===== src/rtl/ser_ctl_pkg.sv =====
package ser_ctl_pkg;

    typedef enum logic [1:0] {
        LN_DOWN = 2'b00,
        LN_ON   = 2'b01,
        LN_HIZ  = 2'b10
    } lane_e;

    typedef enum logic [1:0] {
        PATH_SINGLE = 2'b00,
        PATH_SPLIT  = 2'b01,
        PATH_DUAL   = 2'b10,
        PATH_OFF    = 2'b11
    } path_e;

    typedef enum logic [1:0] {
        ST_SLEEP = 2'b00,
        ST_LOCK  = 2'b01,
        ST_RUN   = 2'b10,
        ST_STALL = 2'b11
    } seq_e;

endpackage


===== src/rtl/ser_cfg_decode.sv =====
module ser_cfg_decode
    import ser_ctl_pkg::*;
#(
    parameter int LANES = 4
) (
    input  logic [1:0]         mode_sel,
    input  logic               depth18,
    output logic               cfg_ok,
    output logic               b_used,
    output path_e              path,
    output logic [2*LANES-1:0] lane_a_run,
    output logic [2*LANES-1:0] lane_b_run
);

    always_comb begin
        cfg_ok = 1'b1;
        b_used = 1'b0;
        path   = PATH_OFF;
        case (mode_sel)
            2'b00: path = PATH_SINGLE;
            2'b01: begin
                path   = PATH_SPLIT;
                b_used = 1'b1;
            end
            2'b10: begin
                path   = PATH_DUAL;
                b_used = 1'b1;
            end
            default: cfg_ok = 1'b0;
        endcase
    end

    for (genvar i = 0; i < LANES; i++) begin : g_lane
        localparam bit IS_TOP = (i == LANES - 1);
        lane_e lane_run;
        always_comb begin
            lane_run = (IS_TOP && depth18) ? LN_HIZ : LN_ON;
        end
        assign lane_a_run[2*i +: 2] = lane_run;
        assign lane_b_run[2*i +: 2] = b_used ? lane_run : LN_DOWN;
    end

endmodule


===== src/rtl/ser_clk_monitor.sv =====
module ser_clk_monitor #(
    parameter int LOSS_CYCLES = 64
) (
    input  logic clk,
    input  logic rst_n,
    input  logic pix_clk,
    output logic clk_ok
);

    localparam int IW = $clog2(LOSS_CYCLES + 1);
    localparam logic [IW-1:0] IDLE_MAX = IW'(LOSS_CYCLES);

    typedef struct packed {
        logic [2:0]    sync;
        logic [IW-1:0] idle;
    } mon_t;

    mon_t mon_d, mon_q;
    logic pix_edge;

    always_comb begin
        mon_d      = mon_q;
        mon_d.sync = {mon_q.sync[1:0], pix_clk};
        pix_edge   = mon_q.sync[2] ^ mon_q.sync[1];
        if (pix_edge) begin
            mon_d.idle = '0;
        end else if (mon_q.idle != IDLE_MAX) begin
            mon_d.idle = mon_q.idle + 1'b1;
        end
    end

    always_ff @(posedge clk or negedge rst_n) begin
        if (!rst_n) begin
            mon_q.sync <= '0;
            mon_q.idle <= IDLE_MAX;
        end else begin
            mon_q <= mon_d;
        end
    end

    assign clk_ok = (mon_q.idle < IDLE_MAX);

endmodule


===== src/rtl/ser_lock_seq.sv =====
module ser_lock_seq
    import ser_ctl_pkg::*;
#(
    parameter int LOCK_CYCLES = 100000
) (
    input  logic clk,
    input  logic rst_n,
    input  logic pwr_en,
    input  logic cfg_ok,
    input  logic clk_ok,
    output seq_e state,
    output logic mode_err
);

    localparam int CW = $clog2(LOCK_CYCLES + 1);
    localparam logic [CW-1:0] CNT_LAST = CW'(LOCK_CYCLES - 1);

    typedef struct packed {
        seq_e          st;
        logic [CW-1:0] cnt;
        logic          err;
    } seq_t;

    seq_t seq_d, seq_q;

    always_comb begin
        seq_d     = seq_q;
        seq_d.err = !cfg_ok;
        if (!pwr_en || !cfg_ok) begin
            seq_d.st  = ST_SLEEP;
            seq_d.cnt = '0;
        end else begin
            case (seq_q.st)
                ST_SLEEP: begin
                    seq_d.st  = clk_ok ? ST_LOCK : ST_STALL;
                    seq_d.cnt = '0;
                end
                ST_LOCK: begin
                    if (!clk_ok) begin
                        seq_d.st  = ST_STALL;
                        seq_d.cnt = '0;
                    end else if (seq_q.cnt == CNT_LAST) begin
                        seq_d.st = ST_RUN;
                    end else begin
                        seq_d.cnt = seq_q.cnt + 1'b1;
                    end
                end
                ST_RUN: begin
                    if (!clk_ok) begin
                        seq_d.st = ST_STALL;
                    end
                end
                default: begin
                    if (clk_ok) begin
                        seq_d.st  = ST_LOCK;
                        seq_d.cnt = '0;
                    end
                end
            endcase
        end
    end

    always_ff @(posedge clk or negedge rst_n) begin
        if (!rst_n) begin
            seq_q.st  <= ST_SLEEP;
            seq_q.cnt <= '0;
            seq_q.err <= 1'b0;
        end else begin
            seq_q <= seq_d;
        end
    end

    assign state    = seq_q.st;
    assign mode_err = seq_q.err;

endmodule


===== src/rtl/ser_mode_power_ctl.sv =====
module ser_mode_power_ctl
    import ser_ctl_pkg::*;
#(
    parameter int LANES       = 4,
    parameter int LOCK_CYCLES = 100000,
    parameter int LOSS_CYCLES = 64
) (
    input  logic               clk,
    input  logic               rst_n,
    input  logic [1:0]         mode_sel,
    input  logic               depth18,
    input  logic               pwr_en,
    input  logic               pix_clk,
    output logic [2*LANES-1:0] lane_a,
    output logic [2*LANES-1:0] lane_b,
    output logic [1:0]         bank_clk_en,
    output logic [1:0]         path_sel,
    output logic               link_up,
    output logic               clk_lost,
    output logic               mode_err
);

    logic               cfg_ok;
    logic               b_used;
    path_e              path;
    logic [2*LANES-1:0] lane_a_run;
    logic [2*LANES-1:0] lane_b_run;
    logic               clk_ok;
    seq_e               state;
    logic               run;

    ser_cfg_decode #(.LANES(LANES)) i_decode (
        .mode_sel   (mode_sel),
        .depth18    (depth18),
        .cfg_ok     (cfg_ok),
        .b_used     (b_used),
        .path       (path),
        .lane_a_run (lane_a_run),
        .lane_b_run (lane_b_run)
    );

    ser_clk_monitor #(.LOSS_CYCLES(LOSS_CYCLES)) i_monitor (
        .clk     (clk),
        .rst_n   (rst_n),
        .pix_clk (pix_clk),
        .clk_ok  (clk_ok)
    );

    ser_lock_seq #(.LOCK_CYCLES(LOCK_CYCLES)) i_seq (
        .clk      (clk),
        .rst_n    (rst_n),
        .pwr_en   (pwr_en),
        .cfg_ok   (cfg_ok),
        .clk_ok   (clk_ok),
        .state    (state),
        .mode_err (mode_err)
    );

    always_comb begin
        run         = (state == ST_RUN);
        lane_a      = run ? lane_a_run : '0;
        lane_b      = run ? lane_b_run : '0;
        bank_clk_en = {run & b_used, run};
        path_sel    = run ? path : PATH_OFF;
        link_up     = run;
        clk_lost    = (state == ST_STALL);
    end

endmodule


===== config.mk =====
export PLATFORM = sky130hd
export DESIGN_NAME = ser_mode_power_ctl
export DESIGN_NICKNAME = d
export VERILOG_FILES = /design/src/rtl/ser_ctl_pkg.sv /design/src/rtl/ser_cfg_decode.sv /design/src/rtl/ser_clk_monitor.sv /design/src/rtl/ser_lock_seq.sv /design/src/rtl/ser_mode_power_ctl.sv
export SDC_FILE = /design/constraint.sdc
export NUM_CORES = 1
export LEC_CHECK = 0
export CAP_MARGIN = 15
export CELL_PAD_IN_SITES_DETAIL_PLACEMENT = 1
export CELL_PAD_IN_SITES_GLOBAL_PLACEMENT = 2
export CORE_MARGIN = 2
export CORE_UTILIZATION = 31
export CTS_BUF_LIST = sky130_fd_sc_hd__clkbuf_8
export DETAILED_ROUTE_END_ITERATION = 6
export GPL_TIMING_DRIVEN = 1
export PLACE_DENSITY = 0.82
export SETUP_SLACK_MARGIN = 0.05
export SLEW_MARGIN = 10
export SYNTH_ARGS = -nofsm -noshare
export SYNTH_HDL_FRONTEND = slang
export SYNTH_SLANG_ARGS = --single-unit

===== constraint.sdc =====
create_clock -name clk -period 1.95 [get_ports clk]
set_input_delay 0.39 -clock clk [delete_from_list [all_inputs] [get_ports clk]]
set_output_delay 0.39 -clock clk [all_outputs]
set_load 0.01 [all_outputs]

Word-level counts from Yosys, hierarchy flattened
Cells that the tools add are included.

word-level totals
  flip-flop bits (word level) = 30
  bits of input ports = 7
  output and inout bits = 23
  word-level logic and storage cells = 53

cells by class
  add/subtract/negate cells = 2
  order comparisons = 1
  equal/unequal tests = 11
  muxes and demuxes = 20
  bitwise operators = 2
  reductions and logical operators = 12

operators by type and width
  cell                                           count
  two-way mux 19 bit                             3
  case mux 17 bit (3 select lines)               1
  adder 17 x 1 -> 17 bit, second input constant  1
  == test 17 bit, second input constant          1
  two-way mux 17 bit                             1
  two-way mux 8 bit                              2
  two-way mux 7 bit                              2
  two-way mux 2 bit                              6
  case mux 2 bit (3 select lines)                2
  != test 4 bit, second input constant           2
  adder 7 x 1 -> 7 bit, second input constant    1
  < comparator 7 bit, second input constant      1
  != test 7 bit, second input constant           1
  == test 2 bit, second input constant           3
  AND reduction 3 bit                            2
  nonzero test 5 bit                             1
  == test 2 x 1 -> 1 bit, second input constant  2
  zero test 2 bit                                2
  nonzero test 4 bit                             1
  two-way mux 1 bit                              3
  != test 3 bit, second input constant           1
  OR reduction 3 bit                             1
  zero test 1 bit                                2
  != test 2 x 1 -> 1 bit, second input constant  1
  other kinds (5)                                5

Logic depth before layout (Yosys ltp)
Gate-level depths: netlist of run 1.

  word-level depth = 7
  depth in mapped cells = 7
  mapped depth without buffers = 7

By module
From an unflattened synthesis of run 1, not the netlist that was laid out.

second synthesis, totals
  cell total of the unflattened synthesis = 252
  area total of the unflattened synthesis = 2244.7 µm²

by module, submodules not included
  module              times used  cells an instance  area each (µm²)  seq. area each (µm²)
  ser_lock_seq        1           153                1363.8           500.5
  ser_clk_monitor     1           45                 469.2            251.5
  ser_mode_power_ctl  1           26                 215.2            0.0
  ser_cfg_decode      1           28                 196.4            0.0

Least setup slack after synthesis of run 1
OpenSTA, ideal clock, no wires.

  path kind = reg-to-output
  from = register i_seq.seq_q, in the netlist i_seq.state[0]
  to = output lane_b[6]
  arrival = 1.630 ns
  data required time = 1.560 ns
  setup slack = -0.070 ns
  stages on the path, launching flop included = 6
  buffers on the path = 1
  cells stage by stage = dfrtp_1 > inv_1 > ha_1 > clkbuf_2 > nor2b_1 > nor2b_1

on the way
  cells in the longest elaborated chain, start to end = 2

ends and longest elaborated chain
  element                 RTL line                  source
  from (decl)             ser_lock_seq.sv:24        seq_t seq_d, seq_q;
  from (signal assigned)  ser_lock_seq.sv:69        seq_q <= seq_d;
  == test 2 bit           ser_mode_power_ctl.sv:60  run = (state == ST_RUN);
  net link_up             ser_mode_power_ctl.sv:18  output logic link_up,
  two-way mux 8 bit       ser_mode_power_ctl.sv:62  lane_b = run ? lane_b_run : '0;
  to (decl)               ser_mode_power_ctl.sv:15  output logic [2*LANES-1:0] lane_b,

The timed path passes the listed nets, and every way through them passes these cells.

Worst setup path in the final report of run 1
  from = register i_seq.seq_q, in the netlist i_seq.state[0]
  to = output path_sel[1]

on the way
  cells in the longest elaborated chain, start to end = 2

ends and longest elaborated chain
  element            RTL line                  source
  == test 2 bit      ser_mode_power_ctl.sv:60
  two-way mux 2 bit  ser_mode_power_ctl.sv:64  path_sel = run ? path : PATH_OFF;
  to (decl)          ser_mode_power_ctl.sv:17  output logic [1:0] path_sel,

Every way passes these cells.

==> results.toml, run 1 <==
[drt]
routed_wirelength_um = 4553
met2WireLength_um = 2286
detailedRoute.firstIterationViolations = 44
ant_nets = 0
routed_length_per_instance_um = 14.64
detailed_routing_iterations_pass_1 = 4
drc_errors = 0
routed-wl-met3_um = 121
top_layer = "met4"
vias_per_cell = 4.855
met1Wirelength_um = 2079
route.vias.total = 1510

[yosys]
synth_enable_flop_cells = 0
post_synth_mux_area_share_pct = 2.257
ys_seq_elements = 30
netlist_instances = 187
post_synth_and_or_nand_nor_area_fraction_pct = 27.77
dominant_combinational_cell_family_by_area_after_synthesis = "simple AND/OR/NAND/NOR gates"
synth_largest_area_cell = "sky130_fd_sc_hd__dfrtp_1"
synth.top_cell.area_share_pct = 39.67
post_synth_main_area_contributors = "sky130_fd_sc_hd__dfrtp_1, sky130_fd_sc_hd__ha_1, sky130_fd_sc_hd__buf_4, sky130_fd_sc_hd__xor2_1, sky130_fd_sc_hd__nor2_1"
synth_cell_type_count = 41
synth.yosys.warnings = 0
post_synth_xor_area_fraction_pct = 7.182
synth_adder_area_share_pct = 6.840
synthesis.area_um2 = 1829
synth.yosys.seq_area_share_pct = 41.11
post_synth.cell_area_avg_um2 = 9.782
ys_dominant_reg_cell = "sky130_fd_sc_hd__dfrtp_1"
async_reset_ff_share_pct = 100.0
post_synthesis_compound_gate_area_fraction_pct = 6.772

[floorplan]
die_x_um = 80.82
die-height_um = 80.82
design.portCount = 30
floorplan.die_area_um2 = 6531
placementRows = 27
start_util_pct = 32.62
fp.coreArea_um2 = 5608

[final_layout]
layout_area_overhead_pct = 38.99
finalNetCount = 255
design_area_um2 = 2542
layout-drive-gt1-share_pct = 34.73
layout.cells.most_common_list = "sky130_fd_sc_hd__dfrtp_1, sky130_fd_sc_hd__buf_4, sky130_fd_sc_hd__nor2_1"
post-route-util_pct = 45.34
mostFrequentLayoutCell = "sky130_fd_sc_hd__dfrtp_1"
antenna_cells = 0
layoutNonFillerInstCount = 311

[grt]
grt_pass1_wl_um = 7369
grt_pass1_vias = 1557
groute.usage.overall_pct = 14.75
grt-ovfl-total = 0
antenna_found_initial = 0
largest_net_degree_at_the_start_of_global_routing = 31

[worst_setup_path]
cp-startpoint = "i_seq.state[0]"
criticalPathCategory = "register to primary output"
critPathMaxFanout = 4
worst-endpoint-arrival_ns = 1.51
crit_required_ns = 1.56
crit_path_end_kind = "primary output"
crit_path_start_kind = "register"
launch_point_of_the_worst_reg_to_reg_path = "i_seq.state[0]"

[flow_run]
max-cap-violations = 0

[timing]
setup_repair_after_global_routing_missed_its_margin = "true"
timing.final.crit_period_ns = 1.902
setup_viol = 0
max_slew.worst_pin.slew_ns = 0.5522
post-route-period-util_pct = 97.54
achievable-frequency_ghz = 0.5258
totalNegativeSetupSlack_ns = 0
postLayoutSetupSlackWorst_ns = 0.04797
slew_headroom_pct = 63.06
hold_slack_ns = 0.3572
finClkSkew_ns = 0.005802
timing.final.max_slew_violations = 0
final-hold-violation-count = 0

[power_and_ir_drop]
cellPowerDensity_nw_per_um2 = 853.2
power_leakage_nw = 1.153
worst_supply_voltage_drop_on_vdd_mv = 0.5081
post-layout-total-power_mw = 2.169

[cts]
clockBufferDepth = 2
clkSinkCount = 30
worst_skew_pair.late_latency_ns = 0.28
cts.hold.buffers_added = 0
htree_num_levels = 2
clkSlewWorstSetupHoldPaths_ns = 0.06
cts_tree = "yes"
cts-root-buf = "sky130_fd_sc_hd__clkbuf_8"
cts-buffers-inserted = 5

[min_path]
holdCritPathClass = "register to register"
min-delay-start = "i_monitor.mon_d[8]"

[place]
finalWeightedCongestion = 0.7289
port-buffer-count = 23
dp_hpwl_um = 3175
preCtsSetupSlack_ns = -0.6087
placed_cells_incl_taps = 297
postPlaceCellArea_um2 = 2257

[outcome]
run_status = "completed"
[registers in the layout (all words and copies together) (netlist names)]
name	count
i_seq.seq_q	17
i_monitor.mon_q	8
i_monitor.mon_d	2
i_seq.state	2
i_seq.mode_err	1
[cell type report]
cell class,count,area (µm²)
tap,72,90.09
clock buffer,6,82.58
clock inverter,2,8.758
multi-input combinational,137,1104
timing repair buffer,54,466.7
inverter,10,37.54
sequential,30,753.2
fill,645,3065
[what timing repair did]
action	4_1_cts	5_1_grt
buffers inserted	2	4
endpoints found under the setup margin	32	24
resized for setup	45	34
pin swaps	2	14
[cells by family (layout without fill, tap and decap cells)]
group	Yosys count	in the layout
AOI/OAI and AO/OA	19	19
xor gates and xnor gates	15	15
adders and majority gates	10	10
buffers and inverters	25	72
DFF	30	30
muxes	4	4
other	1	6
and+or+nand+nor	83	83
[critical path, stage by stage, from the launching register on]
cell                      delay, ns
sky130_fd_sc_hd__dfrtp_1       0.39
sky130_fd_sc_hd__inv_2         0.09
sky130_fd_sc_hd__ha_4          0.16
sky130_fd_sc_hd__buf_6         0.10
sky130_fd_sc_hd__or3b_4        0.36
sky130_fd_sc_hd__buf_6         0.13
[power breakdown]
group / switching (mW) / total, mW / internal (mW)
Clock: 0.242 / 0.521 / 0.279
Combinational: 0.439 / 0.940 / 0.501
Sequential: 0.0426 / 0.709 / 0.666
Total: 0.723 / 2.17 / 1.45
[cells in the mapped netlist (2+ instances only)]
master	count
sky130_fd_sc_hd__dfrtp_1	29
sky130_fd_sc_hd__nor2_1	17
sky130_fd_sc_hd__buf_4	13
sky130_fd_sc_hd__xor2_1	11
sky130_fd_sc_hd__ha_1	10
sky130_fd_sc_hd__inv_1	10
sky130_fd_sc_hd__nand3_1	10
sky130_fd_sc_hd__nand4_1	9
sky130_fd_sc_hd__nand2_1	8
sky130_fd_sc_hd__o21ai_0	7
sky130_fd_sc_hd__a21oi_1	6
sky130_fd_sc_hd__and2_1	5
sky130_fd_sc_hd__and3_1	5
sky130_fd_sc_hd__or3_1	5
sky130_fd_sc_hd__xnor2_1	4
sky130_fd_sc_hd__mux2i_1	3
sky130_fd_sc_hd__nor2b_1	3
sky130_fd_sc_hd__nor3_1	3
sky130_fd_sc_hd__or4_1	3
sky130_fd_sc_hd__and2b_1	2
sky130_fd_sc_hd__and4_1	2
sky130_fd_sc_hd__nor4_1	2
sky130_fd_sc_hd__or3b_2	2
[routing by layer]
metal	vias to the layer above	track usage, %
li1	736	-
met1	748	18.16
met2	20	25.79
met3	6	3.111
met4	0	4.576
met5	-	0
[path summary, 6_finish.rpt]
path	endpoint	slack [ns]	depth (start not counted)
min reg2reg	i_monitor.mon_d[9]	0.36	0
min in group asynchronous	i_seq.seq_q[4]	0.50	2
max reg2reg	i_seq.seq_q[16]	0.09	7
min	i_monitor.mon_d[9]	0.36	0
max	path_sel[1]	0.05	5
max in group asynchronous	i_monitor.mon_q[6]	1.12	2
No activity file was read; power rests on OpenSTA's default activity.
==> run 2: changes to the inputs <==
--- a/config.mk
+++ b/config.mk
@@ -9,11 +9,10 @@
 export CELL_PAD_IN_SITES_DETAIL_PLACEMENT = 1
 export CELL_PAD_IN_SITES_GLOBAL_PLACEMENT = 2
 export CORE_MARGIN = 2
-export CORE_UTILIZATION = 31
-export CTS_BUF_LIST = sky130_fd_sc_hd__clkbuf_8
+export CORE_UTILIZATION = 36
 export DETAILED_ROUTE_END_ITERATION = 6
 export GPL_TIMING_DRIVEN = 1
-export PLACE_DENSITY = 0.82
+export PLACE_DENSITY = 0.89
 export SETUP_SLACK_MARGIN = 0.05
 export SLEW_MARGIN = 10
 export SYNTH_ARGS = -nofsm -noshare
==> constraint.sdc (replaced) <==
create_clock -name clk -period 2.5 [get_ports clk]
set_input_delay 0.5 -clock clk [delete_from_list [all_inputs] [get_ports clk]]
set_output_delay 0.5 -clock clk [all_outputs]
set_load 0.01 [all_outputs]
==> run 2 against run 1 <==
Compared with the run above:
- clock power shrank 23%
- utilization is 1.2 points higher
- worst setup slack improved by 0.093 ns
- hold slack gained 0.0033 ns
- routed wire length decreased by 7.6%
- final area shrank 12%
- power is 31% lower
- final cell count down 6.8%
- non-clock buffer count shrank 16
- global-route usage increased by 1.4 points
- clock-buffer cell count up 1
- sequential power shrank 23%
==> results.toml, run 2 (same netlist as run 1, synthesis figures left out) <==
[drt]
detailedRoute.firstIterationViolations = 51
routed_wirelength_um = 4206
met2WireLength_um = 2072
top_layer = "met4"
vias_per_cell = 5.010
met1Wirelength_um = 1978
detailed_routing_iterations_pass_1 = 4
ant_nets = 0
drc_errors = 0
route.vias.total = 1453
routed-wl-met3_um = 91
routed_length_per_instance_um = 14.50

[final_layout]
reg.largest.list = "i_seq.seq_q (17), i_monitor.mon_q (8)"
registers.top_by_ff_count = "i_seq.seq_q"
largest_reg_flops = 17
layoutNonFillerInstCount = 290
design_area_um2 = 2240
antenna_cells = 0
finalNetCount = 239
layout.cells.most_common_list = "sky130_fd_sc_hd__dfrtp_1, sky130_fd_sc_hd__nor2_1, sky130_fd_sc_hd__clkdlybuf4s50_1, sky130_fd_sc_hd__buf_4, sky130_fd_sc_hd__xor2_1"
layout_area_overhead_pct = 22.44
post-route-util_pct = 46.49
layout-drive-gt1-share_pct = 17.49
mostFrequentLayoutCell = "sky130_fd_sc_hd__dfrtp_1"

[worst_setup_path]
critPathMaxFanout = 4
crit_required_ns = 2.00
cpMaxStageDelayCell = "sky130_fd_sc_hd__or3b_2"
worst-r2r-cell-count = 8
crit_path_end_kind = "primary output"
crit_path_start_kind = "input pin"
cp.buffers_inverters = 3
path_cells = "clkdlybuf4s50_1 -> buf_4 -> ha_2 -> or3b_2 -> buf_2"
criticalPathCategory = "input pin to primary output"
cp.depth = 5
worst-endpoint-arrival_ns = 1.86
crit_family = "buffers and inverters"
critPathMaxStageDelay_ns = 0.46

[cts]
cts-root-buf = "sky130_fd_sc_hd__clkbuf_8"
cts-buffers-inserted = 5
cts_tree = "yes"
count_of_buffers_added_by_post_cts_timing_repair_for_setup = 0
clockBufferDepth = 2
clkSinkCount = 30
worst_skew_pair.late_latency_ns = 0.28
clkSlewWorstSetupHoldPaths_ns = 0.06
htree_num_levels = 2

[power_and_ir_drop]
power_leakage_nw = 0.9912
post-layout-total-power_mw = 1.486
worst_supply_voltage_drop_on_vdd_mv = 0.4277
cellPowerDensity_nw_per_um2 = 663.6

[grt]
grt_pass1_wl_um = 6941
grt-ovfl-total = 0
antenna_found_initial = 0
largest_net_degree_at_the_start_of_global_routing = 31
groute.usage.overall_pct = 16.20
grt_pass1_vias = 1418

[floorplan]
design.portCount = 30
placementRows = 25
floorplan.die_area_um2 = 5667
die_x_um = 75.28
start_util_pct = 37.97
die-height_um = 75.28
fp.coreArea_um2 = 4817

[timing]
achievable-frequency_ghz = 0.4239
timing.final.max_slew_violations = 0
finClkSkew_ns = 0.008303
setup_viol = 0
timing.final.crit_period_ns = 2.359
max_slew.worst_pin.slew_ns = 0.5712
setup_repair_after_global_routing_missed_its_margin = "false"
post-route-period-util_pct = 94.35
hold_slack_ns = 0.3605
final-hold-violation-count = 0
slew_headroom_pct = 61.79

[place]
placed_cells_incl_taps = 282
finalWeightedCongestion = 0.7597
dp_hpwl_um = 3121
postPlaceCellArea_um2 = 2168
port-buffer-count = 23

[outcome]
run_status = "completed"

[min_path]
timing.hold.worst_path_depth = 0
holdCritPathClass = "register to register"

[flow_run]
max-cap-violations = 0
==> run 2: final timing paths <==
| path | from | endpoint | slack (ns) |
|---|---|---|---|
| min in group asynchronous | rst_n | i_seq.seq_q[7] | 0.60 |
| worst max register to register | i_seq.state[0] | i_seq.seq_q[11] | 0.53 |
| worst min register to register | i_monitor.mon_d[8] | i_monitor.mon_d[9] | 0.36 |
| max in group asynchronous | rst_n | i_monitor.mon_q[6] | 1.56 |
| worst max-delay path | mode_sel[0] | path_sel[0] | 0.14 |
| worst min-delay path | i_monitor.mon_d[8] | i_monitor.mon_d[9] | 0.36 |
==> run 2: what timing repair did <==
item / in CTS / in global routing
hold buffers: 0 / 0
endpoints found under the setup margin: 8 / 5
resized for setup: 17 / 3
==> run 2: layer usage <==
metal	vias up	track usage, %
met5	-	0
met4	0	5.848
met3	7	3.614
met2	13	25.80
met1	724	21.61
li1	709	-
==> run 2: through the flow <==
stage	setup TNS, ns	worst slack, ns
2_1_floorplan	0	0.3699
6_report	0	0.1412
5_1_grt	0	0.06768
3_3_place_gp	-1.467	-0.2408
3_5_place_dp	-2.136	-0.2568
4_1_cts	0	0.06259
==> run 2: layout make-up <==
cell class | count | area [µm²]
flip-flops and latches | 30 | 752.0
multi-input cells | 137 | 957.2
well taps | 67 | 83.83
fillers | 588 | 2577
clock buffers | 7 | 86.33
inverters | 10 | 37.54
repair buffers | 38 | 317.8
clock inverters | 1 | 5.005
==> run 2: where the power goes <==
part           internal (mW)  switching, mW
Clock                  0.222          0.180
Sequential             0.518         0.0293
Combinational          0.262          0.275
Total                   1.00          0.485
